**src/rtl/sb_pkg.sv**
```systemverilog
// Package: shared helpers for the sense-reversing barrier.
// Assumes no barrier has more than 64 participants.
package sb_pkg;
    localparam int unsigned SB_MAX_PART = 64;

    // Count the set bits of a vector of up to SB_MAX_PART bits.
    function automatic int unsigned sb_ones(input logic [SB_MAX_PART-1:0] v);
        int unsigned n;
        n = 0;
        for (int k = 0; k < SB_MAX_PART; k++) begin
            n = n + int'(v[k]);
        end
        return n;
    endfunction
endpackage

```
**src/rtl/sb_participant.sv**
```systemverilog
// Module: one participant's slot. Holds the local sense bit, flips it when an
// arrival is accepted, and derives go from a compare with the release flag.
// Assumes release_flag is the registered global flag.
module sb_participant (
    input  logic clk,
    input  logic rst_n,
    input  logic arrive,
    input  logic release_flag,
    output logic accept,
    output logic ignored,
    output logic sense,
    output logic go
);
    logic sense_q;

    // Free to proceed while the local sense matches the release flag.
    always_comb begin
        go      = (sense_q == release_flag);
        accept  = arrive & go;
        ignored = arrive & ~go;
        sense   = sense_q;
    end

    // Invert the local sense on each accepted arrival.
    always_ff @(posedge clk) begin
        if (!rst_n)      sense_q <= 1'b0;
        else if (accept) sense_q <= ~sense_q;
    end
endmodule

```
**src/rtl/sb_counter.sv**
```systemverilog
// Module: shared arrival counter and release flag. Adds all accepted
// arrivals of a cycle; when the total reaches N_PART it clears the count and
// flips the release flag to the arrivers' new sense.
// Assumes a participant is accepted at most once per episode.
module sb_counter #(
    parameter int unsigned N_PART = 4
) (
    input  logic              clk,
    input  logic              rst_n,
    input  logic [N_PART-1:0] accept,
    output logic              complete,
    output logic              release_flag,
    output logic [$clog2(N_PART+1)-1:0] count
);
    import sb_pkg::*;
    localparam int unsigned CW = $clog2(N_PART + 1);

    logic [CW-1:0] cnt_q;
    logic [CW-1:0] n_new;
    logic [CW-1:0] total;
    logic          rel_q;
    logic [SB_MAX_PART-1:0] acc_wide;

    // Sum this cycle's accepted arrivals with the running count.
    always_comb begin
        acc_wide = '0;
        acc_wide[N_PART-1:0] = accept;
        n_new    = CW'(sb_ones(acc_wide));
        total    = cnt_q + n_new;
        complete = (total == CW'(N_PART));
        release_flag = rel_q;
        count    = cnt_q;
    end

    // Advance the count, or clear it and reverse the release flag.
    always_ff @(posedge clk) begin
        if (!rst_n) begin
            cnt_q <= '0;
            rel_q <= 1'b0;
        end else if (complete) begin
            cnt_q <= '0;
            rel_q <= ~rel_q;
        end else begin
            cnt_q <= total;
        end
    end
endmodule

```
**src/rtl/sb_err_flag.sv**
```systemverilog
// Module: protocol error pulse. High for one cycle after any cycle in which
// a waiting participant pulsed arrive.
module sb_err_flag #(
    parameter int unsigned N_PART = 4
) (
    input  logic              clk,
    input  logic              rst_n,
    input  logic [N_PART-1:0] ignored,
    output logic              proto_err
);
    // Register whether any arrival was rejected this cycle.
    always_ff @(posedge clk) begin
        if (!rst_n) proto_err <= 1'b0;
        else        proto_err <= |ignored;
    end
endmodule

```
**src/rtl/sense_barrier.sv**
```systemverilog
// Module: sense-reversing barrier for N_PART participants. One slot per
// participant, a shared counter/flag, and an error pulse.
// Assumes arrive pulses are synchronous to clk and N_PART <= 64.
module sense_barrier #(
    parameter int unsigned N_PART = 4
) (
    input  logic              clk,
    input  logic              rst_n,
    input  logic [N_PART-1:0] arrive,
    output logic [N_PART-1:0] go,
    output logic [N_PART-1:0] sense,
    output logic              proto_err
);
    localparam int unsigned CW = $clog2(N_PART + 1);

    logic [N_PART-1:0] accept_w;
    logic [N_PART-1:0] ignored_w;
    logic              release_w;
    logic              complete_w;
    logic [CW-1:0]     cnt_w;

    // One slot per participant.
    for (genvar i = 0; i < N_PART; i++) begin : g_slot
        sb_participant u_slot (
            .clk          (clk),
            .rst_n        (rst_n),
            .arrive       (arrive[i]),
            .release_flag (release_w),
            .accept       (accept_w[i]),
            .ignored      (ignored_w[i]),
            .sense        (sense[i]),
            .go           (go[i])
        );
    end

    sb_counter #(.N_PART(N_PART)) u_cnt (
        .clk          (clk),
        .rst_n        (rst_n),
        .accept       (accept_w),
        .complete     (complete_w),
        .release_flag (release_w),
        .count        (cnt_w)
    );

    sb_err_flag #(.N_PART(N_PART)) u_err (
        .clk       (clk),
        .rst_n     (rst_n),
        .ignored   (ignored_w),
        .proto_err (proto_err)
    );
endmodule

```
**config.mk**
```make
export PLATFORM = sky130hd
export DESIGN_NAME = sense_barrier
export DESIGN_NICKNAME = d
export VERILOG_FILES = /design/src/rtl/sb_pkg.sv /design/src/rtl/sb_participant.sv /design/src/rtl/sb_counter.sv /design/src/rtl/sb_err_flag.sv /design/src/rtl/sense_barrier.sv
export SDC_FILE = /design/constraint.sdc
export NUM_CORES = 1
export LEC_CHECK = 0
export ABC_AREA = 1
export BUFFER_PORTS_ARGS = -buffer_cell sky130_fd_sc_hd__buf_4
export CORE_AREA = 2 2 39 41
export DETAILED_ROUTE_END_ITERATION = 10
export DIE_AREA = 0 0 41 43
export PLACE_DENSITY_LB_ADDON = 0.25
export SYNTH_ARGS = -nofsm -noshare
export SYNTH_HDL_FRONTEND = slang
export SYNTH_SLANG_ARGS = --single-unit
```
**constraint.sdc**
```tcl
create_clock -name clk -period 2.9 [get_ports clk]
set_input_delay 0.435 -clock clk [delete_from_list [all_inputs] [get_ports clk]]
set_output_delay 0.435 -clock clk [all_outputs]
set_load 0.01 [all_outputs]
```
==> flow_metrics.env <==
export IMPL_cts_htree_levels=1
export IMPL_cts_buffer_depth=2
export IMPL_ys_seq_area_frac=0.291
export IMPL_portBuffers=14
export IMPL_synth_fp_nets=95
export IMPL_clk_pin_slew_ns=0.06
export IMPL_synth_area_mux_share=0
export IMPL_route_detailed_drc=0
export IMPL_synthDistinctLibCells=15
export IMPL_drt_initial_drc_count=6
export IMPL_tritoncts="done"
export IMPL_setup_slack_ns=0.216
export IMPL_maxCapViolations=0
export IMPL_num_vias=499
export IMPL_tns_ns=0
export IMPL_dr_pass1_iters=3
export IMPL_status="finished clean"
export IMPL_critPathKind="flop to flop"
export IMPL_cts_buffers_inserted=3
export IMPL_dpl_hpwl_microns=834
export IMPL_setup_viol=0
export IMPL_worst_slew_pin_transition_ns=0.182
export IMPL_ant_nets=0
export IMPL_clock_skew_ns=0.00307
export IMPL_dieWidth_microns=41
export IMPL_viasPerCell=4.46
export IMPL_grt_max_degree=9
export IMPL_multi_input_area_sq_um=294
export IMPL_die_height_microns=43
export IMPL_hold_class="primary input to flop"
export IMPL_synthSimpleGateAreaFrac=0.180
export IMPL_internal_power_uw=354
export IMPL_wl_per_cell_microns=9.58
export IMPL_endpoint_kind="flop"
export IMPL_synth_top_family_by_area="buffers and inverters"
export IMPL_drv_slew=0
export IMPL_synth_seq_cells=9
export IMPL_rows=14
export IMPL_diodes=0
export IMPL_antenna_found_initial=0
export IMPL_clk_insertion_delay_late_ns=0.26
export IMPL_synth_compound_area_frac=0.0729
export IMPL_seq_power_share=0.295
export IMPL_wl_microns=1070
export IMPL_fillers=147
export IMPL_hold_viol=0
export IMPL_rsz0062_at_grt="false"
export IMPL_drive_above_1_share=0.271
export IMPL_root_buffer="clkbuf_4"
export IMPL_clock_sinks=9
export IMPL_synthAdderAreaFrac=0.126
export IMPL_syn_avg_cell_area_sq_um=7.36
export IMPL_num_nets_final=108
export IMPL_netlist_area_sq_um=618
export IMPL_critical_path_required_ns=3.10
export IMPL_power_leakage_nw=0.410
export IMPL_seq_area_sq_um=185
export IMPL_power_switching_uw=235
export IMPL_cp_max_fo=4
export IMPL_powerDensity_nw_per_um2=809
export IMPL_grt_util_all_layers=0.156
export IMPL_area_growth_pct=17.8
export IMPL_core_area_sq_um=1380
export IMPL_finalCritPeriodShare=0.926
export IMPL_synthCells=84
export IMPL_synth_warnings=0
export IMPL_critical_path_arrival_ns=2.88
export IMPL_finalCriticalPeriod_ns=2.68
export IMPL_relSlewSlack=0.877
export IMPL_synth_xor_xnor_area_share=0.0931
export IMPL_grt_ovfl_total=0
export IMPL_switching_share=0.399
export IMPL_clock_power_share=0.168
export IMPL_gp_congestion=0.770
export IMPL_power_frac_comb=0.537
export IMPL_crit_path_start_kind="flop"
export IMPL_grt_pass1_vias=478
export IMPL_max_vdd_ir_drop_mv=0.342
export IMPL_pre_cts_ws_ns=0.133
export IMPL_timing_fmax_mhz=373
export IMPL_grt_pass1_wl_microns=1790
export IMPL_dieArea_sq_um=1760
export IMPL_io_pins=15
export IMPL_start_util=0.447
==> cell usage after synthesis <==
cell     number  area [sq um]
nand2_1      14          52.6
buf_6         1          11.3
nor2_1        9          33.8
inv_1        20          75.1
xor2_2        2          32.5
xor2_1        1          8.76
nand3_1       5          25.0
a21oi_1       4          20.0
fa_1          2          40.0
xnor2_2       1          16.3
o21ai_0       4          20.0
dfxtp_1       9           180
o21ai_1       1          5.00
buf_4         8          60.1
ha_1          3          37.5
==> worst max-delay path, cell delays in order, from the launching register on <==
cell and delay, ns:
dfxtp_4 0.36, xor2_2 0.19, nor2_1 0.06, ha_1 0.27, inv_1 0.05, fa_1 0.49
inv_1 0.04, ha_1 0.20, fa_1 0.48, nor2_2 0.15, nand3_1 0.13, nand2_1 0.08
inv_1 0.04, nor2_1 0.07
==> layer usage <==
layer,share of wire,up-vias,global-route usage
li1,-,263,-
met1,0.45,224,0.175
met2,0.49,10,0.241
met3,0.049,2,0.0314
met4,0.0084,0,0.120
met5,0,-,0
==> final timing paths <==
kind	startpoint	slack, ns	cells after the start	endpoint
worst max-delay path	u_cnt.release_flag	0.22	13	u_cnt.release_flag
worst min-delay path	arrive[0]	0.36	2	g_slot[0].u_slot.sense
worst max register to register	u_cnt.release_flag	0.22	13	u_cnt.release_flag
worst min register to register	g_slot[2].u_slot.sense	0.56	2	g_slot[2].u_slot.sense
==> cells in the final DEF, fill, tap and decap left out <==
master | synthesis | layout
dfxtp_1 | 9 | 7
nor2_1 | 9 | 8
xnor2_2 | 1 | 1
dfxtp_2 | 0 | 1
o21ai_0 | 4 | 4
xor2_2 | 2 | 2
xor2_1 | 1 | 1
clkbuf_1 | 0 | 1
ha_1 | 3 | 3
nand2_1 | 14 | 14
nand3_1 | 5 | 5
inv_1 | 20 | 20
a21oi_1 | 4 | 4
dfxtp_4 | 0 | 1
buf_4 | 8 | 17
clkbuf_4 | 0 | 3
nor2_2 | 0 | 1
fa_1 | 2 | 2
o21ai_1 | 1 | 1
==> stage by stage <==
step	utilization	hold slack, ns	power [mW]	cells	instance area [sq um]
2_1_floorplan	-	0.528	0.411	84	618
3_3_place_gp	0.496	0.560	0.460	107	687
3_5_place_dp	0.496	0.563	0.475	107	687
4_1_cts	0.515	0.351	0.580	111	713
5_1_grt	0.526	0.357	0.652	112	728
6_report	0.526	0.362	0.589	112	728
==> repair_timing <==
action	4_1_cts	5_1_grt
hold buffers	0	0
hold endpoints to repair	0	0
setup buffers	0	1
endpoints found under the setup margin	0	4
resized for setup	0	4
==> flip-flops by register name, indices dropped and copies added (netlist names) <==
name,cells
u_cnt.count,3
u_cnt.release_flag,1
u_err.proto_err,1
g_slot.u_slot.sense,4
==> final cells by class <==
class                           count  share of cell area
Multi-Input combinational cell     46               0.404
Clock buffer                        4              0.0361
Sequential cell                     9               0.254
Inverter                           20               0.103
Tap cell                           16              0.0275
Timing Repair Buffer               17               0.175
==> kinds of logic (layout without fill, tap and decap cells) <==
kind of cell    after synthesis  count (layout)
compound gates                9               9
xor+xnor                      4               4
fa+ha+maj                     5               5
buf+inv                      29              41
flops                         9               9
simple gates                 28              28
==> power by group through the flow <==
| stage | clock, mW | combinational, mW | sequential [mW] |
|---|---|---|---|
| floorplan | 0 | 0.236 | 0.175 |
| global placement | 0 | 0.285 | 0.175 |
| detailed placement | 0 | 0.299 | 0.176 |
| CTS | 0.104 | 0.303 | 0.173 |
| global route | 0.108 | 0.368 | 0.176 |
| finish | 0.0988 | 0.316 | 0.174 |
Note: power is estimated with default switching activity, not from simulation.
